**src/rtl/arb_pkg.sv**
```systemverilog
package arb_pkg;

    localparam int NCH = 6;
    localparam int CHW = $clog2(NCH);

    typedef logic [CHW-1:0] chan_t;

    typedef enum logic [1:0] {
        PM_LINEAR = 2'b00,
        PM_SPLIT  = 2'b01,
        PM_UNUSED = 2'b10,
        PM_ROTATE = 2'b11
    } prio_e;

    typedef enum logic [1:0] {
        CS_NORMAL = 2'b00,
        CS_UNUSED = 2'b01,
        CS_GAP_A  = 2'b10,
        CS_GAP_B  = 2'b11
    } steal_e;

    typedef enum logic [1:0] {
        ST_READY = 2'b00,
        ST_ISSUE = 2'b01,
        ST_WAIT  = 2'b10
    } state_e;

    // Channel ranked at position pos under the split fixed order
    function automatic chan_t split_rank(input int pos);
        chan_t c;
        case (pos)
            0:       c = chan_t'(0);
            1:       c = chan_t'(2);
            2:       c = chan_t'(3);
            3:       c = chan_t'(1);
            4:       c = chan_t'(4);
            default: c = chan_t'(5);
        endcase
        return c;
    endfunction

    // Channel number step places after base, modulo NCH
    function automatic chan_t wrap_add(input chan_t base, input int step);
        int s;
        s = int'(base) + step;
        if (s >= NCH) s = s - NCH;
        return chan_t'(s);
    endfunction

endpackage

```
**src/rtl/arb_cfg_reg.sv**
```systemverilog
module arb_cfg_reg
    import arb_pkg::*;
#(
    parameter int W      = 16,
    parameter int CS_LSB = 12,
    parameter int PM_LSB = 8
) (
    input  logic         clk,
    input  logic         rst_n,
    input  logic         we,
    input  logic [W-1:0] wdata,
    output logic [W-1:0] rdata,
    output steal_e       cs,
    output prio_e        pm
);

    localparam logic [W-1:0] FIELD_MASK = (W'(3) << CS_LSB) | (W'(3) << PM_LSB);

    logic [W-1:0] word_q;

    always_ff @(posedge clk or negedge rst_n) begin
        if (!rst_n) begin
            word_q <= '0;
        end else if (we) begin
            word_q <= wdata & FIELD_MASK;
        end
    end

    always_comb begin
        rdata = word_q;
        cs    = steal_e'(word_q[CS_LSB +: 2]);
        pm    = prio_e'(word_q[PM_LSB +: 2]);
    end

endmodule

```
**src/rtl/arb_pick.sv**
```systemverilog
module arb_pick
    import arb_pkg::*;
(
    input  logic [NCH-1:0] req,
    input  prio_e          pm,
    input  chan_t          ptr,
    output logic           any,
    output chan_t          win
);

    prio_e                     mode;
    logic [NCH-1:0]            hit;
    logic [NCH-1:0][CHW-1:0]   cand;

    // The unused code falls back to the linear order
    always_comb begin
        mode = (pm == PM_UNUSED) ? PM_LINEAR : pm;
    end

    // One candidate channel per rank position
    for (genvar p = 0; p < NCH; p++) begin : g_pos
        chan_t          c;
        logic [NCH-1:0] onehot;
        always_comb begin
            unique case (mode)
                PM_SPLIT:  c = split_rank(p);
                PM_ROTATE: c = wrap_add(ptr, p);
                default:   c = chan_t'(p);
            endcase
            onehot = NCH'(1) << c;
        end
        assign hit[p]  = |(req & onehot);
        assign cand[p] = c;
    end

    // Lowest rank position that holds a request wins
    always_comb begin
        any = 1'b0;
        win = '0;
        for (int p = NCH - 1; p >= 0; p--) begin
            if (hit[p]) begin
                any = 1'b1;
                win = cand[p];
            end
        end
    end

endmodule

```
**src/rtl/arb_throttle.sv**
```systemverilog
module arb_throttle #(
    parameter int GAP_A = 16,
    parameter int GAP_B = 64
) (
    input  logic clk,
    input  logic rst_n,
    input  logic clr,
    input  logic run,
    input  logic tick,
    input  logic long_gap,
    output logic expired
);

    localparam int GAP_MAX = (GAP_A > GAP_B) ? GAP_A : GAP_B;
    localparam int CW      = $clog2(GAP_MAX + 1);
    localparam logic [CW-1:0] LAST_A = CW'(GAP_A - 1);
    localparam logic [CW-1:0] LAST_B = CW'(GAP_B - 1);

    logic [CW-1:0] cnt_q;
    logic [CW-1:0] last;

    always_ff @(posedge clk or negedge rst_n) begin
        if (!rst_n) begin
            cnt_q <= '0;
        end else if (clr) begin
            cnt_q <= '0;
        end else if (run && tick) begin
            cnt_q <= cnt_q + CW'(1);
        end
    end

    always_comb begin
        last    = long_gap ? LAST_B : LAST_A;
        expired = run && tick && (cnt_q == last);
    end

endmodule

```
**src/rtl/dma_req_arbiter.sv**
```systemverilog
module dma_req_arbiter
    import arb_pkg::*;
#(
    parameter int GAP_A  = 16,
    parameter int GAP_B  = 64,
    parameter int CFG_W  = 16,
    parameter int CS_LSB = 12,
    parameter int PM_LSB = 8
) (
    input  logic             clk,
    input  logic             rst_n,
    input  logic [NCH-1:0]   req,
    input  logic [NCH-1:0]   steal_mode,
    input  logic             bus_tick,
    input  logic             cfg_we,
    input  logic [CFG_W-1:0] cfg_wdata,
    output logic [CFG_W-1:0] cfg_rdata,
    output logic [NCH-1:0]   gnt,
    output logic             gnt_valid
);

    state_e state_q, state_d;
    steal_e cs;
    prio_e  pm;
    chan_t  ptr_q;
    chan_t  win_q;
    chan_t  pick_win;
    logic   pick_any;
    logic   spacing_on;
    logic   long_now;
    logic   long_q;
    logic   gap_done;

    arb_cfg_reg #(
        .W      (CFG_W),
        .CS_LSB (CS_LSB),
        .PM_LSB (PM_LSB)
    ) u_cfg (
        .clk   (clk),
        .rst_n (rst_n),
        .we    (cfg_we),
        .wdata (cfg_wdata),
        .rdata (cfg_rdata),
        .cs    (cs),
        .pm    (pm)
    );

    arb_pick u_pick (
        .req (req),
        .pm  (pm),
        .ptr (ptr_q),
        .any (pick_any),
        .win (pick_win)
    );

    arb_throttle #(
        .GAP_A (GAP_A),
        .GAP_B (GAP_B)
    ) u_gap (
        .clk      (clk),
        .rst_n    (rst_n),
        .clr      (state_q == ST_ISSUE),
        .run      (state_q == ST_WAIT),
        .tick     (bus_tick),
        .long_gap (long_q),
        .expired  (gap_done)
    );

    // Spacing applies only with a spacing code and every channel stealing cycles
    always_comb begin
        spacing_on = (&steal_mode) && ((cs == CS_GAP_A) || (cs == CS_GAP_B));
        long_now   = (cs == CS_GAP_B);
    end

    // Next-state logic
    always_comb begin
        state_d = state_q;
        unique case (state_q)
            ST_READY: begin
                if (pick_any) state_d = ST_ISSUE;
            end
            ST_ISSUE: begin
                state_d = spacing_on ? ST_WAIT : ST_READY;
            end
            ST_WAIT: begin
                if (!spacing_on || (long_now != long_q) || gap_done) begin
                    state_d = ST_READY;
                end
            end
            default: state_d = ST_READY;
        endcase
    end

    // State register and datapath registers
    always_ff @(posedge clk or negedge rst_n) begin
        if (!rst_n) begin
            state_q <= ST_READY;
            win_q   <= '0;
            ptr_q   <= '0;
            long_q  <= 1'b0;
        end else begin
            state_q <= state_d;
            if (state_q == ST_READY && pick_any) begin
                win_q <= pick_win;
            end
            if (state_q == ST_ISSUE) begin
                ptr_q  <= wrap_add(win_q, 1);
                long_q <= long_now;
            end
        end
    end

    // Outputs
    always_comb begin
        gnt       = '0;
        gnt_valid = 1'b0;
        if (state_q == ST_ISSUE) begin
            gnt[win_q] = 1'b1;
            gnt_valid  = 1'b1;
        end
    end

endmodule

```
**config.mk**
```make
export PLATFORM = sky130hd
export DESIGN_NAME = dma_req_arbiter
export DESIGN_NICKNAME = d
export VERILOG_FILES = /design/src/rtl/arb_pkg.sv /design/src/rtl/arb_cfg_reg.sv /design/src/rtl/arb_pick.sv /design/src/rtl/arb_throttle.sv /design/src/rtl/dma_req_arbiter.sv
export SDC_FILE = /design/constraint.sdc
export NUM_CORES = 1
export LEC_CHECK = 0
export BUFFER_PORTS_ARGS = -buffer_cell sky130_fd_sc_hd__buf_2
export CORE_ASPECT_RATIO = 1.25
export CORE_UTILIZATION = 30
export DETAILED_ROUTE_END_ITERATION = 8
export PLACE_DENSITY = 0.46
export SLEW_MARGIN = 20
export SYNTH_ARGS = -nofsm -noshare
export SYNTH_HDL_FRONTEND = slang
export SYNTH_SLANG_ARGS = --single-unit
```
**constraint.sdc**
```tcl
create_clock -name clk -period 4.1 [get_ports clk]
set_input_delay 0.82 -clock clk [delete_from_list [all_inputs] [get_ports clk]]
set_output_delay 0.82 -clock clk [all_outputs]
set_load 0.02 [all_outputs]
```
# --- After elaboration in Yosys (flattened, before gate mapping) ---
# Cells that the tools add are included.
classes:
  n_addsub: 14
  magnitude_cmp: 9
  eq_ne: 11
  shifts: 6
  muxes: 37
  bitwise_logic: 6
  n_reduce_logical: 19
op_table:
  columns: ["op", "n"]
  rows:
  - ["3-bit 2-to-1 mux", 16]
  - ["6-bit AND", 6]
  - ["6-bit OR reduction", 6]
  - ["1-bit by 3-bit << shifter with 6-bit output, first input constant", 6]
  - ["4-bit by 3-bit >= comparator with 1-bit output, second input constant", 6]
  - ["3-bit one-hot mux with 2 select lines", 3]
  - ["3-bit by 2-bit subtractor with 3-bit output, second input constant", 5]
  - ["7-bit 2-to-1 mux", 2]
  - ["6-bit 2-to-1 mux", 2]
  - ["2-bit equality test, second input constant", 5]
  - ["3-bit by 1-bit adder with 4-bit output, second input constant", 2]
  - ["3-bit by 2-bit adder with 4-bit output, second input constant", 2]
  - ["3-bit by 3-bit adder with 4-bit output, second input constant", 2]
  - ["1-bit 2-to-1 mux", 8]
  - ["2-bit 2-to-1 mux", 4]
  - ["7-bit by 1-bit adder with 7-bit output, second input constant", 1]
  - ["7-bit equality test", 1]
  - ["2-bit one-hot mux with 3 select lines", 1]
  - ["6-bit AND reduction", 1]
  - ["3-bit subtractor, second input constant", 2]
  - ["1-bit logical AND", 5]
  - ["2-bit by 1-bit equality test with 1-bit output, second input constant", 2]
  - ["3-bit by 4-bit less-than comparator with 1-bit output, second input constant", 1]
  - ["2-bit inequality test, second input constant", 2]
  - ["9 further kinds", 11]
totals:
  reg_bits: 20
  output_inout_bits: 23
  wordCells: 108

# --- Logic depth before layout (Yosys ltp) ---
# Gate-level depths: netlist of run 1.
logic_depth:
  ltp_word: 15
  mapped_depth: 14

# --- Cells and area by module ---
# Synthesis of run 1 repeated with hierarchy kept, for this count alone.
hier_totals:
  cells_unflattened: 297
  area_unflattened_um2: 2377.3
by_module_without_submodules:
  columns: ["mod", "n_inst", "cells_each", "area_each_um2", "seq_area_each_um2"]
  rows:
  - ["arb_pick", 1, 178, 1231.2, 0.0]
  - ["dma_req_arbiter", 1, 54, 501.7, 225.2]
  - ["arb_throttle", 1, 40, 375.4, 175.2]
  - ["arb_cfg_reg", 1, 25, 269.0, 100.1]

# --- Worst setup path before layout of run 1 ---
# No wires, ideal clock.
synth_path:
  kind: "reg2reg"
  start: "register ptr_q[1]"
  end: "register win_q[0]"
  setup_time_ns: 0.121
  arrival_time_ns: 2.653
  required_time_ns: 3.979
  setup_slack_ns: 1.326
  stages_incl_launch_ff: 11
  path_cell_list: "dfrtp_1 -> inv_1 -> ha_1 -> nand2b_1 -> and3_1 -> nor3_1 -> mux2_2 -> and3_1 -> a41oi_4 -> o21ai_1 -> o22a_1"
synth_between:
  elab_chain_len: 14
  elab_cells_between_ends: 60
  classes_between: "add/sub: 11; order compare: 6; shift: 6; mux: 24; bitwise: 6; reduce/logical: 7"
synth_lines:
  columns: ["item", "line", "text"]
  rows:
  - ["start: declaration", "dma_req_arbiter.sv:25", "chan_t ptr_q;"]
  - ["start signal: assignment", "dma_req_arbiter.sv:107", "ptr_q <= wrap_add(win_q, 1);"]
  - ["3-bit by 3-bit adder with 4-bit output", "arb_pkg.sv:45", "s = int'(base) + step;"]
  - ["4-bit by 3-bit >= comparator with 1-bit output / 3-bit by 2-bit subtractor with 3-bit output (equally long branches)", "arb_pkg.sv:46", "if (s >= NCH) s = s - NCH;"]
  - ["3-bit 2-to-1 mux", "arb_pkg.sv:46", null]
  - ["3-bit 2-to-1 mux", "arb_pick.sv:25", "unique case (mode)"]
  - ["1-bit by 3-bit << shifter with 6-bit output", "arb_pick.sv:30", "onehot = NCH'(1) << c;"]
  - ["6-bit AND", "arb_pick.sv:32", "assign hit[p] = |(req & onehot);"]
  - ["6-bit OR reduction", "arb_pick.sv:32", null]
  - ["1-bit 2-to-1 mux (6 in a row)", "arb_pick.sv:41", "if (hit[p]) begin"]
  - ["1-bit logical AND", "dma_req_arbiter.sv:103", "if (state_q == ST_READY && pick_any) begin"]
  - ["end signal: assignment", "dma_req_arbiter.sv:104", "win_q <= pick_win;"]
  - ["end: declaration", "dma_req_arbiter.sv:26", "chan_t win_q;"]
# Several ways; a longest one is shown, not always the timed one.
# A chain may end at the register's enable or synchronous reset.

# --- Final worst setup path of run 1 ---
# Same ends and word-level chain as after synthesis.

==> flow_metrics.py, run 1 <==
metrics = {
    "outcome": {
        "status": "finished clean",
    },
    "final_layout": {
        "diodes": 0,
        "synthToLayoutAreaGrowth_pct": 6.72,
        "most-common-layout-cells": "nand2_1, buf_2, o21ai_0",
        "drive_gt1_share_pct": 19.1,
        "final_common_cell": "nand2_1",
        "nets": 376,
        "fin_area_sq_um": 2640,
    },
    "clock_tree": {
        "clkTransAtPathRegs_ns": 0.08,
        "htreeDepth": 1,
        "cts_tree": "done",
        "postCtsSetupBuffers": 0,
        "hold_buffers": 0,
        "numCtsBuffers": 3,
        "clkLatencyLatePin_ns": 0.25,
        "cts_sinks": 20,
        "clockBufferDepth": 2,
        "ctsResizeCount": 0,
        "clockRootBuffer": "clkbuf_8",
    },
    "pwr": {
        "p_leak_nw": 1.12,
        "swShare_pct": 53.5,
        "seqPwrFrac_pct": 21.1,
        "p_int_mw": 0.749,
        "p_sw_mw": 0.862,
        "power_frac_comb_pct": 69.6,
        "ir_drop_mv": 0.189,
        "power.density_nw_per_um2": 610,
        "clkPwrFrac_pct": 9.3,
    },
    "worst_setup_path": {
        "max_stage_delay_ns": 0.53,
        "reg2reg_depth": 10,
        "critPathMaxFanout": 8,
        "r2r_slack_ns": 0.85,
        "setup.worst_path.end_class": "flip-flop",
        "worstPathRequired_ns": 4.24,
        "cp-start-kind": "flip-flop",
        "r2r-end": "win_q[0]$_DFFE_PN0P_",
        "r2r-start": "ptr_q[1]$_DFFE_PN0P_",
        "cp_cell_sequence": "inv_1 > ha_1 > nand2b_1 > and3_1 > nor3_1 > mux2_2 > and3_1 > a41oi_4 > o21ai_1 > o22a_1",
        "critPathSlowestCell": "dfrtp_1",
        "worstPathArrival_ns": 3.39,
        "timing.critical_path.mode_cell": "and3_1",
        "crit_family": "simple AND/OR/NAND/NOR gates",
        "critPathKind": "reg -> reg",
        "path_buf_inv": 1,
    },
    "routing": {
        "drt_pass1_iterations": 4,
        "drc_errors": 0,
        "wl_per_cell_microns": 16.1,
        "via_per_inst": 5.60,
        "drt_iter0_drc": 164,
        "wl_microns": 6850,
        "vias": 2378,
        "postRouteAntennaNets": 0,
    },
    "timing": {
        "worst_pin_slew_ns": 0.639,
        "drv_slew": 0,
        "slew_headroom_pct": 57.4,
        "setup_viol": 0,
        "tns_ns": 0,
        "rsz0062_at_grt": "no",
        "fin_skew_ns": 0.00494,
        "post-route-period-util_pct": 79.3,
        "hold_viol_final": 0,
        "period_minus_slack_ns": 3.25,
        "max_freq_mhz": 308,
    },
    "grt": {
        "overflow": 0,
        "antenna_found_initial": 0,
        "grt_pass1_wl_microns": 11500,
        "track_usage_pct": 16.2,
        "grt_pass1_vias": 2332,
        "grt_max_degree": 25,
    },
    "synth": {
        "syn_area_sq_um": 2480,
        "synthCells": 315,
        "synth_flop_cell": "dfrtp_1",
        "ys_warn_count": 0,
        "syn_area_per_cell_sq_um": 7.86,
        "synth.distinct_cells": 70,
        "seq_area_frac_synth_pct": 20.2,
        "async_flop_share_pct": 100,
        "synth_edf_count": 0,
        "synth-seq-cells": 20,
    },
    "floorplanning": {
        "die-area_sq_um": 8620,
        "ios": 55,
        "coreArea_sq_um": 7880,
        "initial_utilization_pct": 31.4,
        "die-height_microns": 104,
        "std_cell_rows": 36,
        "die_w_microns": 83.3,
    },
    "hold_path": {
        "hold_path_class": "in -> async",
    },
    "run": {
        "maxCapViolCount": 0,
    },
    "placed_design": {
        "dpl-instance-area_sq_um": 2590,
        "dpl.hpwl_microns": 5140,
        "place_congestion": 0.872,
        "portBuffers": 30,
    },
}
[cells in the mapped netlist (all sizes together) (6+ instances only)]
master	count	area, sq um
and3	8	50.1
nand2	42	163
nor3	10	50.1
a21oi	23	119
dfrtp	20	500
nand2b	6	37.5
nor2	12	45.0
mux2	10	113
o21ai	27	135
clkbuf	7	26.3
nand3	8	40.0
ha	13	163
buf	24	180
inv	14	52.6
[stage by stage]
stage               hold slack, ns  setup WS [ns]  power [mW]  instances  utilization, %
floorplan                    0.490           1.33        1.24        326               -
global placement             0.520          0.846        1.45        421            32.8
detailed placement           0.525          0.872        1.45        421            32.8
CTS                          0.526          0.851        1.61        425            33.5
global route                 0.549          0.646        1.77        425            33.5
finish                       0.504          0.851        1.61        425            33.5
[area by class of cell]
cell class | instances | area, sq um
Fill cell | 851 | 5240
Multi-Input combinational cell | 261 | 1760
Tap cell | 95 | 119
Sequential cell | 20 | 500
Inverter | 14 | 52.6
Clock buffer | 4 | 55.1
Timing Repair Buffer | 31 | 158
[worst reg2reg max path: stages (launching register included)]
cell	delay [ns]
dfrtp_1	0.53
inv_1	0.21
ha_1	0.43
nand2b_1	0.19
and3_1	0.18
nor3_1	0.37
mux2_2	0.45
and3_1	0.23
a41oi_4	0.28
o21ai_1	0.11
o22a_1	0.17
[kinds of logic after synthesis]
logic type / synth area share (%)
DFF: 20.2
xor gates and xnor gates: 2.78
muxes: 5.36
buffers and inverters: 10.5
and+or+nand+nor: 24.4
adders and majority gates: 6.57
other: 0.151
AOI/OAI and AO/OA: 30.1
[routing by layer]
metal  global-route usage (%)  vias up  wire length, microns
met4                     6.16        0                   155
met3                    0.876       10                   217
met5                        0        -                     0
met2                     28.8       50                  3420
li1                         -     1164                     -
met1                     20.5     1154                  3060
[power by group through the flow]
stage               combinational (mW)  sequential, mW  clock (mW)
floorplan                        0.953           0.283           0
global placement                  1.11           0.344           0
detailed placement                1.11           0.343           0
CTS                               1.12           0.340       0.156
global route                      1.25           0.355       0.162
finish                            1.12           0.340       0.149
[sequential cells by signal, summed over array words and instances (netlist names)]
register and cells:
ptr_q 3, long_q 1, state_q 2, win_q 3, u_gap.cnt_q 7, u_cfg.rdata 4
[worst max-delay path by stage]
stage / startpoint / to / slack [ns] / cells past startpoint
after floorplan: ptr_q[1]$_DFFE_PN0P_ / win_q[0]$_DFFE_PN0P_ / 1.33 / 10
after global placement: ptr_q[1]$_DFFE_PN0P_ / win_q[0]$_DFFE_PN0P_ / 0.85 / 10
after detailed placement: ptr_q[1]$_DFFE_PN0P_ / win_q[0]$_DFFE_PN0P_ / 0.87 / 10
after CTS: ptr_q[1]$_DFFE_PN0P_ / win_q[0]$_DFFE_PN0P_ / 0.85 / 10
after global routing: ptr_q[1]$_DFFE_PN0P_ / win_q[0]$_DFFE_PN0P_ / 0.65 / 10
final: ptr_q[1]$_DFFE_PN0P_ / win_q[0]$_DFFE_PN0P_ / 0.85 / 10
(Power assumes the default switching activity.)
==> run 2: changes to the inputs <==
- ABC_AREA: default -> 1
- PLACE_DENSITY: 0.46 -> 0.47
- clock period: 4.1 -> 3.2 ns (I/O delays scaled with it)
==> flow_metrics.py, run 2 <==
metrics = {
    "final_layout": {
        "diodes": 0,
        "top_register": "u_gap.cnt_q",
        "drive_gt1_share_pct": 13.7,
        "nets": 425,
        "fin_area_sq_um": 2440,
        "final_common_cell": "nand2_1",
        "largest_register_ffs": 7,
        "most-common-layout-cells": "nand2_1, nand3_1, inv_1",
        "synthToLayoutAreaGrowth_pct": 11.9,
    },
    "worst_setup_path": {
        "critPathMaxFanout": 9,
        "worstPathArrival_ns": 2.91,
        "worstPathRequired_ns": 3.35,
        "critPathKind": "reg -> reg",
        "setup.worst_path.end_class": "flip-flop",
        "cp-start-kind": "flip-flop",
    },
    "routing": {
        "wl_per_cell_microns": 12.5,
        "drt_pass1_iterations": 4,
        "postRouteAntennaNets": 0,
        "wl_microns": 5860,
        "vias": 2308,
        "via_per_inst": 4.92,
        "drt_iter0_drc": 82,
        "drc_errors": 0,
    },
    "clock_tree": {
        "cts_sinks": 20,
        "cts_tree": "done",
        "numCtsBuffers": 3,
        "ctsResizeCount": 0,
        "hold_buffers": 0,
        "clkTransAtPathRegs_ns": 0.07,
        "clockRootBuffer": "clkbuf_8",
        "clockBufferDepth": 2,
        "clkLatencyLatePin_ns": 0.25,
        "postCtsSetupBuffers": 0,
        "htreeDepth": 1,
    },
    "placed_design": {
        "dpl-instance-area_sq_um": 2380,
        "place_congestion": 0.808,
        "dpl.hpwl_microns": 4680,
        "place_ws_ns": 0.464,
        "portBuffers": 30,
    },
    "pwr": {
        "p_leak_nw": 1.33,
        "ir_drop_mv": 0.198,
        "power.density_nw_per_um2": 780,
    },
    "hold_path": {
        "hold_path_class": "in -> async",
    },
    "synth": {
        "async_flop_share_pct": 100,
        "syn_area_sq_um": 2180,
        "synth_area_leaders": "dfrtp_1, nand2_1, nand3_1",
        "synth_edf_count": 0,
        "seq_area_frac_synth_pct": 23.0,
        "synth_common_cells": "nand2_1, nand3_1, inv_1, nor2_1, nand4_1",
        "synth_top_cell_area_share_pct": 23.0,
        "synth_flop_cell": "dfrtp_1",
        "synthCells": 347,
        "ys_warn_count": 0,
        "synth.distinct_cells": 34,
        "synth_area_leader_cell": "dfrtp_1",
        "synth_most_common_cell": "nand2_1",
        "syn_area_per_cell_sq_um": 6.28,
        "synth-seq-cells": 20,
    },
    "timing": {
        "hold_viol_final": 0,
        "period_minus_slack_ns": 2.75,
        "tns_ns": 0,
        "fin_ws_ns": 0.446,
        "fin_skew_ns": 0.00105,
        "rsz0062_at_grt": "no",
        "max_freq_mhz": 363,
        "setup_viol": 0,
        "drv_slew": 0,
        "post-route-period-util_pct": 86.1,
    },
    "floorplanning": {
        "die-height_microns": 97.3,
        "ios": 55,
        "initial_utilization_pct": 31.2,
        "die_w_microns": 78.2,
        "std_cell_rows": 34,
        "die-area_sq_um": 7610,
        "coreArea_sq_um": 6980,
    },
    "run": {
        "maxCapViolCount": 0,
    },
    "outcome": {
        "status": "finished clean",
    },
    "grt": {
        "grt_max_degree": 21,
        "track_usage_pct": 15.8,
        "overflow": 0,
        "grt_pass1_wl_microns": 9690,
        "grt_pass1_vias": 2160,
        "antenna_found_initial": 0,
    },
}
==> run 2: changes by cell type after synthesis, moves of 5 or more <==
cell      before  now
nand2_1       40   91
mux2_2        10    3
o21ai_0       24   15
nand2b_1       6    0
nor3_1        10    1
inv_1         14   45
clkbuf_1       7    0
nor2b_1        5    0
nor2_1        12   27
buf_4         17   12
nand3_1        8   56
nand4_1        3   22
and3_1         8    0
a21oi_1       22    8
==> run 2: cells by family (layout without fill, tap and decap cells) <==
kind of cell	after synthesis	after routing	synth area share, %
and+or+nand+nor	208	208	43.5
DFF	20	20	23.0
adders and majority gates	13	13	7.47
xor gates and xnor gates	2	2	0.804
muxes	3	3	1.55
buffers and inverters	64	85	13.9
AOI/OAI and AO/OA	36	36	9.65
other	1	12	0.172
==> run 2: worst paths after layout <==
path                                            start                         end  slack (ns)  depth (start not counted)
setup / recovery                 ptr_q[0]$_DFFE_PN0P_        win_q[2]$_DFFE_PN0P_        0.45                         15
hold reg to reg            u_gap.cnt_q[5]$_DFFE_PN0P_  u_gap.cnt_q[5]$_DFFE_PN0P_        0.53                          1
max in group asynchronous                       rst_n  u_gap.cnt_q[3]$_DFFE_PN0P_        2.56                          1
min in group clk           u_gap.cnt_q[5]$_DFFE_PN0P_  u_gap.cnt_q[5]$_DFFE_PN0P_        0.53                          1
hold / removal                                  rst_n  u_gap.cnt_q[4]$_DFFE_PN0P_        0.33                          1
setup reg to reg                 ptr_q[0]$_DFFE_PN0P_        win_q[2]$_DFFE_PN0P_        0.45                         15
==> run 2: critical path, stage by stage (launching register included) <==
cell and delay [ns]:
dfrtp_1 0.58, inv_2 0.15, ha_1 0.43, inv_1 0.20
nand3_1 0.13, nand3_1 0.10, nand2_1 0.09, inv_1 0.11
nand4_1 0.14, and2_1 0.20, nor2_1 0.12, nand3_1 0.11
nand2_2 0.14, nor2_1 0.05, nand2_1 0.06, nand2_1 0.05
==> run 2: layer usage <==
metal | vias up | GRT usage, % | share of wire [%]
met5 | - | 0 | 0
met4 | 0 | 4.42 | 1.6
met3 | 9 | 1.78 | 3.7
met2 | 56 | 30.6 | 53
met1 | 1045 | 17.5 | 42
li1 | 1198 | - | -
==> run 2: area by class of cell <==
| class | instances | area [sq um] |
|---|---|---|
| Fill cell | 790 | 4540 |
| Tap cell | 90 | 113 |
| Sequential cell | 20 | 500 |
| Inverter | 48 | 180 |
| Multi-Input combinational cell | 274 | 1420 |
| Timing Repair Buffer | 33 | 173 |
| Clock buffer | 4 | 55.1 |
==> run 2: stage by stage <==
step                      power, mW  hold slack, ns  cells  utilization, %
after CTS                      1.91           0.347    469            34.9
after detailed placement       1.71           0.513    465            34.1
after global routing           2.11           0.358    469            34.9
after global placement         1.72           0.502    465            34.1
after floorplan                1.39           0.344    358               -
final                          1.90           0.325    469            34.9
==> run 2: power breakdown <==
| group | leakage [nW] | total, mW | internal [mW] | switching (mW) |
|---|---|---|---|---|
| clock | 0.0288 | 0.192 | 0.109 | 0.0829 |
| sequential | 0.257 | 0.389 | 0.308 | 0.0807 |
| combinational | 1.05 | 1.32 | 0.438 | 0.883 |
